## src/rtl/seqPkg.sv

```systemverilog
package seqPkg;
  typedef enum logic [2:0] {
    OP_NONE = 3'd0,
    OP_JUMP = 3'd1,
    OP_CALL = 3'd2,
    OP_RET  = 3'd3,
    OP_LOOP = 3'd4
  } opKind_t;

  typedef enum logic [1:0] {
    NX_SEQ    = 2'd0,
    NX_TARGET = 2'd1,
    NX_STACK  = 2'd2
  } nextSel_t;

  typedef struct packed {
    logic     advance;
    logic     killYoung;
    logic     pcPush;
    logic     pcPop;
    logic     retPlus3;
    logic     loopPush;
    logic     loopPop;
    logic     loopDec;
    nextSel_t nextSel;
  } seqStrobe_t;
endpackage

```

## src/rtl/seqStack.sv

```systemverilog
module seqStack #(
  parameter int W     = 12,
  parameter int DEPTH = 16
) (
  input  logic         clk,
  input  logic         rstN,
  input  logic         push,
  input  logic         pop,
  input  logic         wrTop,
  input  logic [W-1:0] din,
  output logic [W-1:0] topVal,
  output logic         isEmpty,
  output logic         overflow,
  output logic         underflow
);
  localparam int PW = $clog2(DEPTH + 1);
  localparam int IW = (DEPTH > 1) ? $clog2(DEPTH) : 1;

  logic [W-1:0]  mem [DEPTH];
  logic [PW-1:0] cnt;
  logic [IW-1:0] topIdx;
  logic [IW-1:0] pushIdx;
  logic          isFull;

  assign isEmpty = (cnt == '0);
  assign isFull  = (cnt == PW'(DEPTH));
  assign topIdx  = IW'(cnt - 1'b1);
  assign pushIdx = IW'(cnt);
  assign topVal  = isEmpty ? '0 : mem[topIdx];

  always_ff @(posedge clk) begin
    if (!rstN) begin
      cnt       <= '0;
      overflow  <= 1'b0;
      underflow <= 1'b0;
    end else if (push) begin
      if (isFull) overflow <= 1'b1;
      else        cnt      <= cnt + 1'b1;
    end else if (pop) begin
      if (isEmpty) underflow <= 1'b1;
      else         cnt       <= cnt - 1'b1;
    end
  end

  always_ff @(posedge clk) begin
    if (push && !isFull)                 mem[pushIdx] <= din;
    else if (!push && !pop && wrTop && !isEmpty) mem[topIdx] <= din;
  end
endmodule

```

## src/rtl/seqControl.sv

```systemverilog
module seqControl
  import seqPkg::*;
(
  input  logic       stall,
  input  logic [2:0] opKind,
  input  logic       delayed,
  input  logic       condGiven,
  input  logic       condTrue,
  input  logic       loopExitCond,
  input  logic       execValid,
  input  logic       atLoopEnd,
  input  logic       loopTopUseCnt,
  input  logic       loopCntLast,
  input  logic       pcEmpty,
  output seqStrobe_t strb
);
  opKind_t op;
  logic    taken;
  logic    claim;
  logic    exitNow;

  assign op    = opKind_t'(opKind);
  assign taken = !condGiven || condTrue;

  always_comb begin
    strb         = '0;
    strb.nextSel = NX_SEQ;
    strb.advance = !stall;
    claim        = 1'b0;
    exitNow      = 1'b0;

    if (!stall && execValid) begin
      case (op)
        OP_JUMP, OP_CALL: begin
          if (taken) begin
            claim          = 1'b1;
            strb.nextSel   = NX_TARGET;
            strb.killYoung = !delayed;
            strb.pcPush    = (op == OP_CALL);
            strb.retPlus3  = delayed;
          end
        end
        OP_RET: begin
          if (taken) begin
            claim      = 1'b1;
            strb.pcPop = 1'b1;
            if (!pcEmpty) begin
              strb.nextSel   = NX_STACK;
              strb.killYoung = !delayed;
            end
          end
        end
        OP_LOOP: begin
          claim         = 1'b1;
          strb.loopPush = 1'b1;
          strb.pcPush   = 1'b1;
        end
        default: ;
      endcase
    end

    // loop-end test runs while the last address is in fetch
    if (!stall && !claim && atLoopEnd) begin
      exitNow = loopTopUseCnt ? loopCntLast : loopExitCond;
      if (exitNow) begin
        strb.loopPop = 1'b1;
        strb.pcPop   = 1'b1;
      end else begin
        strb.nextSel = NX_STACK;
        strb.loopDec = loopTopUseCnt;
      end
    end
  end
endmodule

```

## src/rtl/seqDatapath.sv

```systemverilog
module seqDatapath
  import seqPkg::*;
#(
  parameter int          ADDR_W     = 12,
  parameter int          CNT_W      = 16,
  parameter int          PC_DEPTH   = 16,
  parameter int          LOOP_DEPTH = 6,
  parameter int unsigned RESET_ADDR = 0
) (
  input  logic              clk,
  input  logic              rstN,
  input  seqStrobe_t        strb,
  input  logic [ADDR_W-1:0] target,
  input  logic [ADDR_W-1:0] loopEnd,
  input  logic [CNT_W-1:0]  loopCount,
  input  logic              loopUseCnt,
  output logic [ADDR_W-1:0] fetchAddr,
  output logic [ADDR_W-1:0] decodeAddr,
  output logic [ADDR_W-1:0] execAddr,
  output logic              decodeValid,
  output logic              execValid,
  output logic              atLoopEnd,
  output logic              loopTopUseCnt,
  output logic              loopCntLast,
  output logic              pcEmpty,
  output logic              pcOverflow,
  output logic              pcUnderflow,
  output logic              loopOverflow,
  output logic              loopUnderflow
);
  localparam int LE_W = ADDR_W + 1 + CNT_W;

  logic [ADDR_W-1:0] nextAddr;
  logic [ADDR_W-1:0] pcTop;
  logic [ADDR_W-1:0] pcPushVal;
  logic [LE_W-1:0]   loopTop;
  logic [LE_W-1:0]   loopDin;
  logic [ADDR_W-1:0] topEnd;
  logic [CNT_W-1:0]  topCnt;
  logic              loopEmpty;

  assign topEnd        = loopTop[LE_W-1 -: ADDR_W];
  assign loopTopUseCnt = loopTop[CNT_W];
  assign topCnt        = loopTop[CNT_W-1:0];
  assign loopCntLast   = (topCnt <= CNT_W'(1));
  assign atLoopEnd     = !loopEmpty && (fetchAddr == topEnd);

  assign pcPushVal = execAddr + (strb.retPlus3 ? ADDR_W'(3) : ADDR_W'(1));
  assign loopDin   = strb.loopPush ? {loopEnd, loopUseCnt, loopCount}
                                   : {topEnd, loopTopUseCnt, topCnt - CNT_W'(1)};

  always_comb begin
    case (strb.nextSel)
      NX_TARGET: nextAddr = target;
      NX_STACK:  nextAddr = pcTop;
      default:   nextAddr = fetchAddr + ADDR_W'(1);
    endcase
  end

  always_ff @(posedge clk) begin
    if (!rstN) begin
      fetchAddr   <= ADDR_W'(RESET_ADDR);
      decodeAddr  <= '0;
      execAddr    <= '0;
      decodeValid <= 1'b0;
      execValid   <= 1'b0;
    end else if (strb.advance) begin
      fetchAddr   <= nextAddr;
      decodeAddr  <= fetchAddr;
      execAddr    <= decodeAddr;
      decodeValid <= !strb.killYoung;
      execValid   <= decodeValid && !strb.killYoung;
    end
  end

  seqStack #(.W(ADDR_W), .DEPTH(PC_DEPTH)) pcStack (
    .clk(clk), .rstN(rstN),
    .push(strb.pcPush), .pop(strb.pcPop), .wrTop(1'b0),
    .din(pcPushVal), .topVal(pcTop), .isEmpty(pcEmpty),
    .overflow(pcOverflow), .underflow(pcUnderflow)
  );

  seqStack #(.W(LE_W), .DEPTH(LOOP_DEPTH)) loopStack (
    .clk(clk), .rstN(rstN),
    .push(strb.loopPush), .pop(strb.loopPop), .wrTop(strb.loopDec),
    .din(loopDin), .topVal(loopTop), .isEmpty(loopEmpty),
    .overflow(loopOverflow), .underflow(loopUnderflow)
  );
endmodule

```

## src/rtl/pipeSequencer.sv

```systemverilog
module pipeSequencer
  import seqPkg::*;
#(
  parameter int          ADDR_W     = 12,
  parameter int          CNT_W      = 16,
  parameter int          PC_DEPTH   = 16,
  parameter int          LOOP_DEPTH = 6,
  parameter int unsigned RESET_ADDR = 0
) (
  input  logic              clk,
  input  logic              rstN,
  input  logic              stall,
  input  logic [2:0]        opKind,
  input  logic              delayed,
  input  logic              condGiven,
  input  logic              condTrue,
  input  logic [ADDR_W-1:0] branchTarget,
  input  logic [ADDR_W-1:0] loopEnd,
  input  logic [CNT_W-1:0]  loopCount,
  input  logic              loopUseCnt,
  input  logic              loopExitCond,
  output logic [ADDR_W-1:0] fetchAddr,
  output logic [ADDR_W-1:0] decodeAddr,
  output logic [ADDR_W-1:0] execAddr,
  output logic              squashDecode,
  output logic              squashExec,
  output logic              pcOverflow,
  output logic              pcUnderflow,
  output logic              loopOverflow,
  output logic              loopUnderflow
);
  seqStrobe_t strb;
  logic decodeValid, execValid, atLoopEnd, loopTopUseCnt, loopCntLast, pcEmpty;

  assign squashDecode = !decodeValid;
  assign squashExec   = !execValid;

  seqControl ctrl (
    .stall(stall), .opKind(opKind), .delayed(delayed),
    .condGiven(condGiven), .condTrue(condTrue), .loopExitCond(loopExitCond),
    .execValid(execValid), .atLoopEnd(atLoopEnd), .loopTopUseCnt(loopTopUseCnt),
    .loopCntLast(loopCntLast), .pcEmpty(pcEmpty), .strb(strb)
  );

  seqDatapath #(
    .ADDR_W(ADDR_W), .CNT_W(CNT_W), .PC_DEPTH(PC_DEPTH),
    .LOOP_DEPTH(LOOP_DEPTH), .RESET_ADDR(RESET_ADDR)
  ) dp (
    .clk(clk), .rstN(rstN), .strb(strb), .target(branchTarget),
    .loopEnd(loopEnd), .loopCount(loopCount), .loopUseCnt(loopUseCnt),
    .fetchAddr(fetchAddr), .decodeAddr(decodeAddr), .execAddr(execAddr),
    .decodeValid(decodeValid), .execValid(execValid), .atLoopEnd(atLoopEnd),
    .loopTopUseCnt(loopTopUseCnt), .loopCntLast(loopCntLast), .pcEmpty(pcEmpty),
    .pcOverflow(pcOverflow), .pcUnderflow(pcUnderflow),
    .loopOverflow(loopOverflow), .loopUnderflow(loopUnderflow)
  );
endmodule

```

## config.mk

```make
export PLATFORM = sky130hd
export DESIGN_NAME = pipeSequencer
export DESIGN_NICKNAME = d
export VERILOG_FILES = /design/src/rtl/seqPkg.sv /design/src/rtl/seqStack.sv /design/src/rtl/seqControl.sv /design/src/rtl/seqDatapath.sv /design/src/rtl/pipeSequencer.sv
export SDC_FILE = /design/constraint.sdc
export NUM_CORES = 1
export LEC_CHECK = 0
export BUFFER_PORTS_ARGS = -buffer_cell sky130_fd_sc_hd__buf_2
export CAP_MARGIN = 40
export CORE_UTILIZATION = 45
export CTS_CLUSTER_DIAMETER = 60
export DETAILED_ROUTE_END_ITERATION = 8
export GPL_ROUTABILITY_DRIVEN = 1
export PLACE_DENSITY = 0.61
export SYNTH_ARGS = -nofsm -noshare
export SYNTH_HDL_FRONTEND = slang
export SYNTH_HIERARCHICAL = 1
export SYNTH_SLANG_ARGS = --single-unit
export TNS_END_PERCENT = 10
```

## constraint.sdc

```tcl
create_clock -name clk -period 16.4 [get_ports clk]
set_clock_uncertainty 0.1 [all_clocks]
set_input_delay 2.46 -clock clk [delete_from_list [all_inputs] [get_ports clk]]
set_output_delay 2.46 -clock clk [all_outputs]
set_load 0.005 [all_outputs]
```

==> impl_metrics.env, run 1 <==
export IMPL_synth_area_top_cells="edfxtp_1, mux4_2, dfxtp_1"
export IMPL_synth_compound_area_frac=0.0612
export IMPL_clock_sinks=416
export IMPL_via_count=10700
export IMPL_grt_first_pass_wirelength_mm=66.0
export IMPL_routed_wl_mm=42.9
export IMPL_first_pass_iters=5
export IMPL_finalNetCount=1359
export IMPL_synth_seq_area_share=0.645
export IMPL_p_leak_uw=0.00729
export IMPL_n_fill_cell=3324
export IMPL_finalPower_uw=2230
export IMPL_drtAntennaViolNets=0
export IMPL_grt_pass1_vias=10800
export IMPL_ys_flop_type="edfxtp_1"
export IMPL_tightest_slew_ns=0.851
export IMPL_cts_root_buf="clkbuf_16"
export IMPL_instances_no_fill=1859
export IMPL_grt_max_degree=52
export IMPL_regArea_um2=12000
export IMPL_clkTransAtPathRegs_ns=0.06
export IMPL_grt_usage=0.210
export IMPL_yosysTopAreaCellShare=0.591
export IMPL_final_common_cell="edfxtp_1"
export IMPL_cp_start_kind="flip-flop"
export IMPL_row_count=74
export IMPL_critPathRequiredTime_ns=16.55
export IMPL_synthCells=1178
export IMPL_drc=0
export IMPL_avgSynthCellArea_um2=15.8
export IMPL_r2r_start="dp/loopStack/cnt[0]$_SDFFE_PN0P_"
export IMPL_finalMaxSlewViolations=0
export IMPL_wl_per_cell_um=23.1
export IMPL_timing_fmax_mhz=164
export IMPL_antenna_cells=0
export IMPL_cts_tree="built"
export IMPL_multi_input_area_um2=6160
export IMPL_synth_area_leader_cell="edfxtp_1"
export IMPL_drt_iter0_markers=711
export IMPL_place_area_um2=19800
export IMPL_drive_gt1_frac=0.286
export IMPL_path_class="flip-flop to flip-flop"
export IMPL_layout_common_cells="edfxtp_1, buf_2, mux4_2, mux2i_1"
export IMPL_period_minus_slack_ns=6.12
export IMPL_avgViaCountPerCell=5.75
export IMPL_synth_mux_area_frac=0.149
export IMPL_ys_seq_elements=416
export IMPL_final_area_um2=21400
export IMPL_port_buffers=92
export IMPL_final_setup_tns_ns=0
export IMPL_final_hold_violation_count=0
export IMPL_start_util=0.455
export IMPL_worstPathArrival_ns=6.26
export IMPL_min_from="dp/pcStack/overflow$_SDFFE_PN0P_"
export IMPL_synth_cell_type_count=95
export IMPL_synth_edff_count=366
export IMPL_htreeDepth=2
export IMPL_crit_start="dp/loopStack/cnt[0]$_SDFFE_PN0P_"
export IMPL_synth_top_family_by_area="multiplexers"
export IMPL_die_x_um=205
export IMPL_holdBufCountCts=0
export IMPL_postCtsSetupBuffers=0
export IMPL_setup_worst_path_end_class="flip-flop"
export IMPL_clock_path_buffers=3
export IMPL_synth_xor_area_frac=0.0179
export IMPL_place_gp_congestion=0.839
export IMPL_synthAdderAreaFrac=0.00982
export IMPL_hp_class="flip-flop to flip-flop"
export IMPL_cts_buffers=44
export IMPL_setup_violations=0
export IMPL_cellPowerDensity_nw_per_um2=105
export IMPL_min_period_over_period=0.373
export IMPL_dp_hpwl_mm=28.5
export IMPL_cts_resized=0
export IMPL_synth_warnings=6
export IMPL_clock_latency_ns=0.54
export IMPL_dp_cells=1780
export IMPL_syn_cell_area_um2=18600
export IMPL_rsz0062_at_grt="no"
export IMPL_die_h_um=205
export IMPL_drv_cap=0
export IMPL_core_um2=40800
export IMPL_antenna_found_initial=0
export IMPL_syn_to_final_growth_pct=14.9
export IMPL_overflow=0
export IMPL_ir_worst_vdd_v=0.0000971
export IMPL_die_area_um2=42100
export IMPL_outcome="completed"
export IMPL_yosys_area_share_simple=0.0886
export IMPL_crit_path_max_fanout=23
export IMPL_async_flop_share=0
export IMPL_io_pins=93
export IMPL_slew_headroom=0.432
==> routing by layer <==
metal  share of wire  vias to the layer above  track usage
li1                -                     4880            -
met1            0.43                     5453        0.279
met2            0.50                      289        0.356
met3           0.049                       66       0.0309
met4           0.024                        0       0.0640
met5               0                        -            0
==> power breakdown <==
part	internal [uW]	switching, uW	leakage, uW
logic	20.1	28.0	0.00255
registers	1140	3.95	0.00399
clock network	645	396	0.000748
total	1800	428	0.00729
==> synth_stat cells (13+ instances only) <==
cell type,n
edfxtp_1,366
mux4_2,76
mux2i_1,53
dfxtp_1,50
o21ai_0,48
mux2_2,45
a21oi_1,44
nand2_1,36
nor2b_1,36
nor3_1,35
nor2_1,33
clkbuf_1,28
nor3b_1,28
xnor2_1,25
inv_1,24
buf_2,19
nand3_1,15
ha_1,13
o22ai_1,13
xor2_1,13
==> stage by stage <==
step / setup slack, ns / util / hold slack (ns)
6_report: 10.28 / 0.523 / 0.394
5_1_grt: 9.98 / 0.523 / 0.444
4_1_cts: 10.24 / 0.523 / 0.412
3_5_place_dp: 10.26 / 0.486 / 0.402
3_3_place_gp: 10.19 / 0.480 / 0.399
2_1_floorplan: 10.60 / - / 0.361
==> critical path: stages, from the launching register on <==
cell,delay [ns]
dfxtp_4,0.50
inv_1,0.16
ha_1,0.66
buf_4,0.43
mux4_2,0.36
a21oi_1,0.13
nor3_1,0.13
or4_4,0.59
nor2_1,0.12
o2111ai_1,0.11
nor3_1,0.51
mux2i_1,0.27
nor3_1,0.29
nor3b_2,0.11
nand2_1,0.15
mux2_2,0.45
a21oi_4,0.48
buf_16,0.23
==> kinds of logic (layout without fill, tap and decap cells) <==
logic type               after synthesis  after routing
other                                  1              2
AO/OA/AOI/OAI                        172            172
AND/OR/NAND/NOR                      267            267
flip-flops                           416            416
buffers and inverters                 95            243
XOR/XNOR                              38             38
adder cells (fa/ha/maj)               14             14
multiplexers                         175            175
==> final timing paths <==
check                                      endpoint  slack, ns  cells past startpoint
setup / recovery  dp/loopStack/mem[2][12]$_DFFE_PP_      10.28                     17
hold / removal     dp/pcStack/overflow$_SDFFE_PN0P_       0.39                      2
setup reg to reg  dp/loopStack/mem[2][12]$_DFFE_PP_      10.28                     17
hold reg to reg    dp/pcStack/overflow$_SDFFE_PN0P_       0.39                      2
==> area by class of cell <==
class / instances / area share
Inverter: 25 / 0.00439
Clock buffer: 54 / 0.0562
Multi-Input combinational cell: 668 / 0.288
Tap cell: 532 / 0.0312
Clock inverter: 25 / 0.0154
Sequential cell: 416 / 0.562
Timing Repair Buffer: 139 / 0.0429
==> state kept, by name, summed over array words and instances, names as in the netlist, 3 cells and up <==
register,count
dp/pcStack/cnt,5
dp/fetchAddr,12
dp/loopStack/cnt,3
dp/loopStack/mem,174
dp/pcStack/mem,192
dp/decodeAddr,12
dp/execAddr,12
Note: power is estimated with default switching activity, not from simulation.
==> inputs of run 2 (changes only) <==
==> constraint.sdc (replaced) <==
create_clock -name clk -period 6.4 [get_ports clk]
set_clock_uncertainty 0.1 [all_clocks]
set_input_delay 0.96 -clock clk [delete_from_list [all_inputs] [get_ports clk]]
set_output_delay 0.96 -clock clk [all_outputs]
set_load 0.005 [all_outputs]
==> impl_metrics.env, run 2 (synthesis results as in run 1) <==
export IMPL_ir_worst_vdd_v=0.000252
export IMPL_antenna_found_initial=2
export IMPL_tightest_slew_ns=0.838
export IMPL_die_x_um=205
export IMPL_r2r_start="dp/loopStack/cnt[0]$_SDFFE_PN0P_"
export IMPL_layout_common_cells="edfxtp_1, buf_2, mux4_2, mux2i_1, buf_4"
export IMPL_holdPathStages=2
export IMPL_cp_cell_sequence="buf_4 > buf_4 > mux4_2 > a21oi_1 > nor3_1 > xor2_1 > nor4_1 > nand4_1 > nor4_1 > o311ai_2 > nor4b_1 > nor3b_2 > nand2_1 > mux2_2 > a21oi_4 > buf_12"
export IMPL_crit_path_max_fanout=42
export IMPL_p_leak_uw=0.00731
export IMPL_combinationalPowerShare=0.022
export IMPL_reg2reg_to="dp/loopStack/mem[3][3]$_DFFE_PP_"
export IMPL_pwr_share_clk=0.458
export IMPL_critPathRequiredTime_ns=6.56
export IMPL_cp_start_kind="flip-flop"
export IMPL_ff2ff_path_depth=16
export IMPL_path_class="flip-flop to flip-flop"
export IMPL_dp_hpwl_mm=29.1
export IMPL_fin_ws_ns=0.714
export IMPL_grt_pass1_vias=10900
export IMPL_min_period_over_period=0.889
export IMPL_clock_path_buffers=3
export IMPL_p_sw_frac=0.202
export IMPL_finalMaxSlewViolations=0
export IMPL_final_hold_violation_count=0
export IMPL_regMostFlops="dp/pcStack/mem"
export IMPL_largest_reg_flops=192
export IMPL_wl_per_cell_um=23.2
export IMPL_drtAntennaViolNets=0
export IMPL_holdBufCountCts=0
export IMPL_holdPathEnd="dp/pcStack/overflow$_SDFFE_PN0P_"
export IMPL_dp_slack_ns=0.693
export IMPL_die_area_um2=42100
export IMPL_setup_worst_path_end_class="flip-flop"
export IMPL_timing_fmax_mhz=176
export IMPL_rsz0062_at_grt="no"
export IMPL_place_gp_congestion=0.868
export IMPL_min_from="dp/pcStack/overflow$_SDFFE_PN0P_"
export IMPL_period_minus_slack_ns=5.69
export IMPL_p_int_uw=4500
export IMPL_htreeDepth=2
export IMPL_grt_max_degree=47
export IMPL_cts_buffers=45
export IMPL_io_pins=93
export IMPL_slew_headroom=0.437
export IMPL_reg2reg_slack_ns=0.71
export IMPL_drv_cap=0
export IMPL_drive_gt1_frac=0.290
export IMPL_seqPwrFrac=0.520
export IMPL_outcome="completed"
export IMPL_cellPowerDensity_nw_per_um2=264
export IMPL_via_count=10800
export IMPL_avgViaCountPerCell=5.74
export IMPL_die_h_um=205
export IMPL_clkTransAtPathRegs_ns=0.06
export IMPL_final_common_cell="edfxtp_1"
export IMPL_switchingPower_uw=1140
export IMPL_setup_violations=0
export IMPL_cts_root_buf="clkbuf_16"
export IMPL_max_stage_delay_ns=0.55
export IMPL_drt_iter0_markers=811
export IMPL_core_um2=40800
export IMPL_first_pass_iters=5
export IMPL_crit_start="dp/loopStack/cnt[0]$_SDFFE_PN0P_"
export IMPL_clock_sinks=416
export IMPL_postCtsSetupBuffers=0
export IMPL_worstPathArrival_ns=5.85
export IMPL_syn_to_final_growth_pct=15.0
export IMPL_finalNetCount=1372
export IMPL_utilization=0.524
export IMPL_largestRegisters="dp/pcStack/mem x192, dp/loopStack/mem x174"
export IMPL_slowest_stage="mux4_2"
export IMPL_overflow=0
export IMPL_clock_latency_ns=0.56
export IMPL_start_util=0.455
export IMPL_port_buffers=92
export IMPL_drc=0
export IMPL_routed_wl_mm=43.6
export IMPL_cts_tree="built"
export IMPL_grt_first_pass_wirelength_mm=66.5
export IMPL_hp_class="flip-flop to flip-flop"
export IMPL_grt_usage=0.212
export IMPL_row_count=74
export IMPL_cts_resized=0
export IMPL_final_setup_tns_ns=0
==> run 2: layout make-up <==
class	count	area, um^2
clock inverter	29	300
clock buffer	54	1180
inverter	25	93.8
fill	3362	19500
antenna	2	5.00
sequential	416	12000
tap	532	666
multi-input combinational	668	6160
timing repair buffer	151	977
==> run 2: worst max path at each step <==
stage	slack, ns	to
floorplan	0.60	dp/loopStack/mem[2][0]$_DFFE_PP_
global placement	0.70	dp/loopStack/mem[5][0]$_DFFE_PP_
detailed placement	0.69	dp/loopStack/mem[3][13]$_DFFE_PP_
CTS	0.66	dp/loopStack/mem[3][16]$_DFFE_PP_
global route	0.34	dp/fetchAddr[7]$_SDFFE_PN0P_
finish	0.71	dp/loopStack/mem[3][3]$_DFFE_PP_
==> run 2: worst max-delay path: cells and delay by family, from the launching register on <==
family / cells / cell delay [ns]
and+or+nand+nor: 7 / 1.66
buffers and inverters: 3 / 1.28
muxes: 2 / 0.94
AOI/OAI and AO/OA: 3 / 0.89
DFF: 1 / 0.34
xor gates and xnor gates: 1 / 0.15
==> run 2: metrics by stage <==
stage | std cells | area [um^2] | hold slack, ns | power (uW)
2_1_floorplan | 1179 | 18600 | 0.361 | 3060
3_3_place_gp | 1782 | 19800 | 0.356 | 3110
3_5_place_dp | 1792 | 19900 | 0.362 | 3110
4_1_cts | 1875 | 21400 | 0.376 | 5700
5_1_grt | 1877 | 21400 | 0.419 | 5810
6_report | 1877 | 21400 | 0.365 | 5630
==> run 2: power groups by stage <==
stage                     Clock, uW  Combinational [uW]  Sequential (uW)
after CTS                      2640                 127             2930
final                          2580                 126             2930
after detailed placement          0                 127             2990
after global routing           2750                 136             2930
after global placement            0                 126             2980
after floorplan                   0                79.6             2980
==> run 2: routing by layer <==
metal  vias up  GRT usage  wire length, um
met5         -          0                0
met4         0     0.0667             1080
met3        68     0.0301             2110
met2       303      0.363            22100
met1      5496      0.280            18400
li1       4899          -                -
